--- config.mk ---
export PLATFORM = sky130hd
export DESIGN_NAME = atm_cell_hec_engine
export DESIGN_NICKNAME = d
export VERILOG_FILES = /design/src/rtl/atm_hec_pkg.sv /design/src/rtl/atm_rx_check.sv /design/src/rtl/atm_tx_regen.sv /design/src/rtl/atm_cell_hec_engine.sv
export SDC_FILE = /design/constraint.sdc
export NUM_CORES = 1
export LEC_CHECK = 0
export ABC_AREA = 0
export BUFFER_PORTS_ARGS = -buffer_cell sky130_fd_sc_hd__buf_2
export CORE_MARGIN = 10
export CORE_UTILIZATION = 35
export CTS_CLUSTER_SIZE = 24
export DETAILED_ROUTE_END_ITERATION = 8
export PLACE_DENSITY_LB_ADDON = 0.08
export RECOVER_POWER = 25
export SYNTH_ARGS = -nofsm -noshare
export SYNTH_HDL_FRONTEND = slang
export SYNTH_HIERARCHICAL = 1
export SYNTH_SLANG_ARGS = --single-unit
--- constraint.sdc ---
create_clock -name clk -period 3.5 [get_ports clk]
set_clock_uncertainty 0.1 [all_clocks]
set_input_delay 0.875 -clock clk [delete_from_list [all_inputs] [get_ports clk]]
set_output_delay 0.875 -clock clk [all_outputs]
set_load 0.01 [all_outputs]
--- src/rtl/atm_hec_pkg.sv ---
package atm_hec_pkg;

    localparam int WORD_W = 32;

    typedef struct packed {
        logic              vld;
        logic              soc;
        logic [WORD_W-1:0] data;
    } word_t;

    // CRC-8, generator x^8+x^2+x+1, zero start, bit-serial MSB first, coset 0x55
    function automatic logic [7:0] hec_calc(input logic [WORD_W-1:0] hdr);
        logic [7:0] crc;
        logic       fb;
        crc = 8'h00;
        for (int i = WORD_W - 1; i >= 0; i--) begin
            fb  = crc[7] ^ hdr[i];
            crc = {crc[6:0], 1'b0} ^ (fb ? 8'h07 : 8'h00);
        end
        return crc ^ 8'h55;
    endfunction

endpackage

--- src/rtl/atm_rx_check.sv ---
module atm_rx_check
    import atm_hec_pkg::*;
#(
    parameter int CELL_WORDS = 14,
    parameter int VC_LSB     = 4,
    parameter int VC_W       = 24
) (
    input  logic              clk,
    input  logic              rst_n,
    input  logic              in_vld,
    input  logic              in_soc,
    input  logic [WORD_W-1:0] in_data,
    input  logic [VC_W-1:0]   vc_match,
    output word_t             app_word,
    output word_t             byp_word
);

    localparam int              IDX_W    = $clog2(CELL_WORDS);
    localparam logic [IDX_W-1:0] HEC_IDX = IDX_W'(1);
    localparam logic [IDX_W-1:0] LAST_IDX = IDX_W'(CELL_WORDS - 1);

    typedef struct packed {
        logic              open;
        logic [IDX_W-1:0]  idx;
        logic [WORD_W-1:0] hdr;
        logic              pass;
        logic              to_app;
        logic              stg_vld;
        logic [WORD_W-1:0] stg_data;
        word_t             app;
        word_t             byp;
    } rx_state_t;

    rx_state_t st_q, st_d;

    logic hec_ok;
    logic vc_hit;
    logic keep;

    assign hec_ok = (hec_calc(st_q.hdr) == in_data[WORD_W-1:WORD_W-8]);
    assign vc_hit = (st_q.hdr[VC_LSB +: VC_W] == vc_match);

    always_comb begin
        st_d         = st_q;
        st_d.app     = '0;
        st_d.byp     = '0;
        st_d.stg_vld = 1'b0;
        keep         = st_q.pass;

        // staged payload/HEC word from the previous accepted beat
        if (st_q.stg_vld) begin
            if (st_q.to_app) begin
                st_d.app = '{vld: 1'b1, soc: 1'b0, data: st_q.stg_data};
            end else begin
                st_d.byp = '{vld: 1'b1, soc: 1'b0, data: st_q.stg_data};
            end
        end

        if (in_vld) begin
            if (in_soc) begin
                st_d.open = 1'b1;
                st_d.idx  = HEC_IDX;
                st_d.hdr  = in_data;
                st_d.pass = 1'b0;
            end else if (st_q.open) begin
                if (st_q.idx == HEC_IDX) begin
                    keep          = hec_ok;
                    st_d.pass     = hec_ok;
                    st_d.to_app   = vc_hit;
                    if (hec_ok) begin
                        if (vc_hit) begin
                            st_d.app = '{vld: 1'b1, soc: 1'b1, data: st_q.hdr};
                        end else begin
                            st_d.byp = '{vld: 1'b1, soc: 1'b1, data: st_q.hdr};
                        end
                    end
                end
                st_d.stg_vld  = keep;
                st_d.stg_data = in_data;
                if (st_q.idx == LAST_IDX) begin
                    st_d.open = 1'b0;
                    st_d.idx  = '0;
                end else begin
                    st_d.idx  = st_q.idx + 1'b1;
                end
            end
        end
    end

    always_ff @(posedge clk) begin
        if (!rst_n) begin
            st_q <= '0;
        end else begin
            st_q <= st_d;
        end
    end

    assign app_word = st_q.app;
    assign byp_word = st_q.byp;

    AST_SINGLE_DEST: assert property (@(posedge clk) disable iff (!rst_n)
        !(app_word.vld && byp_word.vld));

    AST_SOC_HAS_VLD: assert property (@(posedge clk) disable iff (!rst_n)
        (app_word.soc || byp_word.soc) |-> (app_word.vld || byp_word.vld));

    AST_BAD_HEC_SILENT: assert property (@(posedge clk) disable iff (!rst_n)
        (in_vld && !in_soc && st_q.open && st_q.idx == HEC_IDX && !hec_ok)
        |=> (!app_word.vld && !byp_word.vld));

    AST_STRAY_IGNORED: assert property (@(posedge clk) disable iff (!rst_n)
        (in_vld && !in_soc && !st_q.open && !st_q.stg_vld)
        |=> (!app_word.vld && !byp_word.vld));

endmodule

--- src/rtl/atm_tx_regen.sv ---
module atm_tx_regen
    import atm_hec_pkg::*;
#(
    parameter int CELL_WORDS = 14
) (
    input  logic              clk,
    input  logic              rst_n,
    input  logic              in_vld,
    input  logic              in_soc,
    input  logic [WORD_W-1:0] in_data,
    output word_t             line_word
);

    localparam int               IDX_W    = $clog2(CELL_WORDS);
    localparam logic [IDX_W-1:0] HEC_IDX  = IDX_W'(1);
    localparam logic [IDX_W-1:0] LAST_IDX = IDX_W'(CELL_WORDS - 1);

    typedef struct packed {
        logic              open;
        logic [IDX_W-1:0]  idx;
        logic [WORD_W-1:0] hdr;
        word_t             out;
    } tx_state_t;

    tx_state_t st_q, st_d;

    always_comb begin
        st_d     = st_q;
        st_d.out = '0;
        if (in_vld) begin
            if (in_soc) begin
                st_d.open = 1'b1;
                st_d.idx  = HEC_IDX;
                st_d.hdr  = in_data;
                st_d.out  = '{vld: 1'b1, soc: 1'b1, data: in_data};
            end else if (st_q.open) begin
                st_d.out.vld  = 1'b1;
                st_d.out.data = in_data;
                if (st_q.idx == HEC_IDX) begin
                    st_d.out.data[WORD_W-1:WORD_W-8] = hec_calc(st_q.hdr);
                end
                if (st_q.idx == LAST_IDX) begin
                    st_d.open = 1'b0;
                    st_d.idx  = '0;
                end else begin
                    st_d.idx  = st_q.idx + 1'b1;
                end
            end
        end
    end

    always_ff @(posedge clk) begin
        if (!rst_n) begin
            st_q <= '0;
        end else begin
            st_q <= st_d;
        end
    end

    assign line_word = st_q.out;

    AST_TX_HEC_FOLLOWS: assert property (@(posedge clk) disable iff (!rst_n)
        ($past(line_word.soc) && line_word.vld && !line_word.soc)
        |-> (line_word.data[WORD_W-1:WORD_W-8] == hec_calc($past(line_word.data))));

    AST_TX_STRAY: assert property (@(posedge clk) disable iff (!rst_n)
        (in_vld && !in_soc && !st_q.open) |=> !line_word.vld);

endmodule

--- src/rtl/atm_cell_hec_engine.sv ---
module atm_cell_hec_engine
    import atm_hec_pkg::*;
#(
    parameter int CELL_WORDS = 14,
    parameter int VC_LSB     = 4,
    parameter int VC_W       = 24
) (
    input  logic              clk,
    input  logic              rst_n,
    input  logic              rx_vld_i,
    input  logic              rx_soc_i,
    input  logic [WORD_W-1:0] rx_data_i,
    output logic              rx_rdy_o,
    input  logic [VC_W-1:0]   cfg_vc_i,
    output logic              app_vld_o,
    output logic              app_soc_o,
    output logic [WORD_W-1:0] app_data_o,
    input  logic              app_rdy_i,
    output logic              byp_vld_o,
    output logic              byp_soc_o,
    output logic [WORD_W-1:0] byp_data_o,
    input  logic              byp_rdy_i,
    input  logic              tx_vld_i,
    input  logic              tx_soc_i,
    input  logic [WORD_W-1:0] tx_data_i,
    output logic              tx_rdy_o,
    output logic              line_vld_o,
    output logic              line_soc_o,
    output logic [WORD_W-1:0] line_data_o,
    input  logic              line_rdy_i
);

    typedef struct packed {
        logic rx_rdy;
        logic tx_rdy;
    } rdy_state_t;

    rdy_state_t rdy_q, rdy_d;
    word_t      app_w, byp_w, line_w;

    atm_rx_check #(
        .CELL_WORDS (CELL_WORDS),
        .VC_LSB     (VC_LSB),
        .VC_W       (VC_W)
    ) u_rx (
        .clk      (clk),
        .rst_n    (rst_n),
        .in_vld   (rx_vld_i),
        .in_soc   (rx_soc_i),
        .in_data  (rx_data_i),
        .vc_match (cfg_vc_i),
        .app_word (app_w),
        .byp_word (byp_w)
    );

    atm_tx_regen #(
        .CELL_WORDS (CELL_WORDS)
    ) u_tx (
        .clk       (clk),
        .rst_n     (rst_n),
        .in_vld    (tx_vld_i),
        .in_soc    (tx_soc_i),
        .in_data   (tx_data_i),
        .line_word (line_w)
    );

    always_comb begin
        rdy_d        = rdy_q;
        rdy_d.rx_rdy = app_rdy_i & byp_rdy_i;
        rdy_d.tx_rdy = line_rdy_i;
    end

    always_ff @(posedge clk) begin
        if (!rst_n) begin
            rdy_q <= '0;
        end else begin
            rdy_q <= rdy_d;
        end
    end

    assign rx_rdy_o    = rdy_q.rx_rdy;
    assign tx_rdy_o    = rdy_q.tx_rdy;
    assign app_vld_o   = app_w.vld;
    assign app_soc_o   = app_w.soc;
    assign app_data_o  = app_w.data;
    assign byp_vld_o   = byp_w.vld;
    assign byp_soc_o   = byp_w.soc;
    assign byp_data_o  = byp_w.data;
    assign line_vld_o  = line_w.vld;
    assign line_soc_o  = line_w.soc;
    assign line_data_o = line_w.data;

    AST_RX_RDY_RELAY: assert property (@(posedge clk) disable iff (!rst_n)
        $past(rst_n) |-> (rx_rdy_o == $past(app_rdy_i && byp_rdy_i)));

    AST_TX_RDY_RELAY: assert property (@(posedge clk) disable iff (!rst_n)
        $past(rst_n) |-> (tx_rdy_o == $past(line_rdy_i)));

endmodule

==> flow_summary_export.csv <==
group,metric,value,unit
synth,yosysUniqueCellTypes,48,
flow_run,maxCapViolCount,2,
routing,routedWlPerCell,17.7,µm
timing,setup_viol,66,
global_route,grt_pass1_wl,46.7,mm
timing,setup_ws,-0.138,ns
synth,synth_top_family_by_area,"XOR/XNOR gates",
synth,yosysTopAreaCell,"dfxtp_1",
floorplan,core_area,29700,µm²
final_layout,area_growth,22.7,%
floorplan,ioPinCount,201,
power_and_ir_drop,peakVddDrop,0.000374,V
timing,worst_slew_pin_slew,1.97,ns
cts,cts_tree,"built",
global_route,grtUsageMet2,28.6,%
cts,cts_buffers,25,
synth,synth_edf_count,0,
synth,synth_top_area_share,40.4,%
worst_hold_path,min_path_type,"reg -> reg",
synth,ys_seq_elements,213,
cts,cts_root_buf,"clkbuf_16",
run_status,outcome,"finished with violations",
placement,gp_congestion,0.843,
placement,numPortBuffers,200,
cts,clk_pin_slew_worst_paths,0.06,ns
run_status,violations,"max-capacitance violations, max-slew violations, negative setup slack",
timing,max_clock_freq,0.275,GHz
floorplan,initial_utilization,35.5,%
worst_hold_path,hp-start,"u_rx/st_q[102]$_SDFFE_PN0P_",
routing,drt_iter0_drc,309,
routing,drtAntennaViolNets,0,
final_layout,multi_input_area,5470,µm²
routing,drcViolationCount,0,
cts,clk_latency,0.54,ns
placement,hpwl,22.8,mm
timing,finalHoldViolations,0,
routing,routed_wl,30.7,mm
synth,ys_async_sr_fraction,0,%
synth,yosysSeqAreaShare,40.4,%
routing,vias,7781,
setup_path,cp_max_fo,14,
synth,synth_compound_area_share,8.37,%
final_layout,num_antenna_cells,0,
final_layout,drive_above_1_share,29.4,%
synth,synth_common_cells,"nand2_1 (310), dfxtp_1 (213), buf_4 (104)",
setup_path,worstSetupStartpointType,"flip-flop",
timing,rsz0062_at_grt,"yes",
synth,yosys.area_share.adder,0.474,%
timing,slew_headroom,-31.5,%
synth,synth_fp_nets,1257,
floorplan,die-width,194,µm
setup_path,cpPeakStageDelay,0.61,ns
synth,syn_inst,1156,
synth,synth.most_common_cell,"nand2_1",
synth,ys.warnings.count,6,
synth,synth.area.mux_share,6.25,%
global_route,antenna_found_initial,0,
setup_path,path_cells,"buf_4, xor3_1, xnor3_1, xor3_2, xnor2_2, or3_4, a2bb2oi_4, o21ai_2, or4b_4, buf_12, mux2i_1",
power_and_ir_drop,powerDensity,584,nW/µm²
routing,drtPass1Iterations,5,
global_route,grt_usage,15.4,%
power_and_ir_drop,p_leak,5.76,nW
global_route,grt_overflow,0,
final_layout,fill_cells,2986,
global_route,groute.layer.met1.usage,17.9,%
cts,htreeDepth,1,
final_layout,seqCellArea,4270,µm²
placement,place_ws,-0.252,ns
setup_path,cpMaxStageDelayCell,"or4b_4",
synth,syn_area_per_cell,9.14,µm²
synth,synth-xor-area-share,18.3,%
setup_path,startpoint,"u_rx/st_q[128]$_SDFFE_PN0P_",
setup_path,cp.arrival,4.00,ns
setup_path,cp-end-kind,"flip-flop",
setup_path,crit_type,"reg -> reg",
floorplan,num_rows,63,
final_layout,final_util,43.6,%
global_route,grt_max_degree,65,
synth,synth_area,10600,µm²
synth,ys_top_cells_by_area,"dfxtp_1 (40%), nand2_1 (11%), buf_4 (7.4%), xnor2_1 (6.9%), mux2i_1 (6.3%)",
timing,finalCritPeriodShare,104,%
floorplan,die_area,37500,µm²
setup_path,crit_required,3.86,ns
synth,synthSimpleGateAreaFrac,16.2,%
timing,drv_slew,71,
final_layout,nets,1422,
global_route,first_global_vias,8129,
timing,finalCriticalPeriod,3.64,ns
timing,hold_ws,0.358,ns
floorplan,die_y,194,µm
cts,cts.path.max_buffers,3,
setup_path,timing.rr.start,"u_rx/st_q[128]$_SDFFE_PN0P_",
global_route,use_met3,2.87,%
global_route,top_usage_layer,"met2",
routing,vias_per_cell,4.50,
synth,synth-main-ff-cell,"dfxtp_1",
cts,clock-sinks,213,
==> where the power goes <==
group	total [mW]	switching, mW	leakage [nW]	internal, mW
Combinational	2.41	1.09	3.62	1.32
Sequential	2.54	0.0512	1.73	2.49
Clock	2.63	1.06	0.412	1.56
==> layer usage <==
layer | wire length (µm) | part of all wire [%] | vias up
met3 | 1280 | 4.2 | 35
met5 | 0 | 0 | -
li1 | - | - | 3957
met2 | 16000 | 52 | 165
met4 | 478 | 1.6 | 0
met1 | 12900 | 42 | 3624
==> cell type report <==
cell class / instances / area share, %
inverters: 6 / 0.174
multi-input cells: 773 / 42.2
clock inverters: 6 / 0.541
repair buffers: 302 / 14.5
clock buffers: 39 / 5.85
well taps: 390 / 3.76
flip-flops and latches: 213 / 33.0
==> critical path: cells and delay by family, from the launching register on <==
kind	cells	cell delay, ns
multiplexers	1	0.17
buffers and inverters	2	0.36
flip-flops	1	0.33
AO/OA/AOI/OAI	2	0.22
XOR/XNOR	4	1.38
AND/OR/NAND/NOR	2	0.97
==> logic make-up (layout without fill, tap and decap cells) <==
group,count (synthesis),in the layout
adders and majority gates,4,4
buffers and inverters,170,353
muxes,66,66
and+or+nand+nor,402,402
DFF,213,213
xor gates and xnor gates,166,166
AOI/OAI and AO/OA,135,135
==> through the flow <==
stage | setup TNS, ns | std cells | instance area (µm²) | power [mW]
final | -6.18 | 1729 | 13000 | 7.57
after floorplan | 0 | 1156 | 10600 | 4.01
after CTS | -1.91 | 1721 | 12800 | 7.47
after detailed placement | -8.84 | 1671 | 11800 | 4.65
after global placement | -8.78 | 1671 | 11800 | 4.65
after global routing | -12.21 | 1729 | 13000 | 7.92
==> placed cells by master (no fill, tap or decap), types with 6 or more instances in the layout <==
cell type | Yosys | final
nand2_1 | 310 | 310
dfxtp_1 | 213 | 207
buf_2 | 3 | 198
buf_4 | 104 | 85
xnor2_1 | 83 | 72
a21boi_0 | 67 | 67
mux2i_1 | 66 | 62
a21oi_1 | 42 | 42
xor2_1 | 47 | 40
and2_1 | 33 | 31
clkbuf_16 | 0 | 26
nor2_1 | 19 | 18
xnor3_1 | 22 | 17
o21ai_0 | 12 | 12
xnor2_2 | 3 | 12
xnor3_2 | 5 | 10
clkbuf_1 | 53 | 9
buf_6 | 4 | 9
clkbuf_8 | 0 | 8
xor2_2 | 2 | 8
inv_1 | 6 | 6
dfxtp_2 | 0 | 6
==> flip-flops by register name (all words and copies together), names as in the netlist <==
name            flops
tx_rdy_o            1
rx_rdy_o            1
u_rx/byp_word      34
u_rx/st_q          72
u_rx/app_word      34
u_tx/line_word     34
u_tx/st_q          37
==> final timing paths <==
kind	end	slack, ns	cells past startpoint
setup / recovery	u_rx/byp_word[16]$_SDFF_PN0_	-0.14	11
hold / removal	u_rx/st_q[100]$_SDFF_PP0_	0.36	2
setup reg to reg	u_rx/byp_word[16]$_SDFF_PN0_	-0.14	11
hold reg to reg	u_rx/st_q[100]$_SDFF_PP0_	0.36	2
==> timing repair <==
item | 4_1_cts | 5_1_grt
setup endpoints to repair | 65 | 66
resized for setup | 20 | 28
setup buffers | 5 | 6
hold endpoints to repair | 0 | 0
pin swaps | 5 | 23
gates cloned | 0 | 2
hold buffers | 0 | 0
Note: power is estimated with default switching activity, not from simulation.
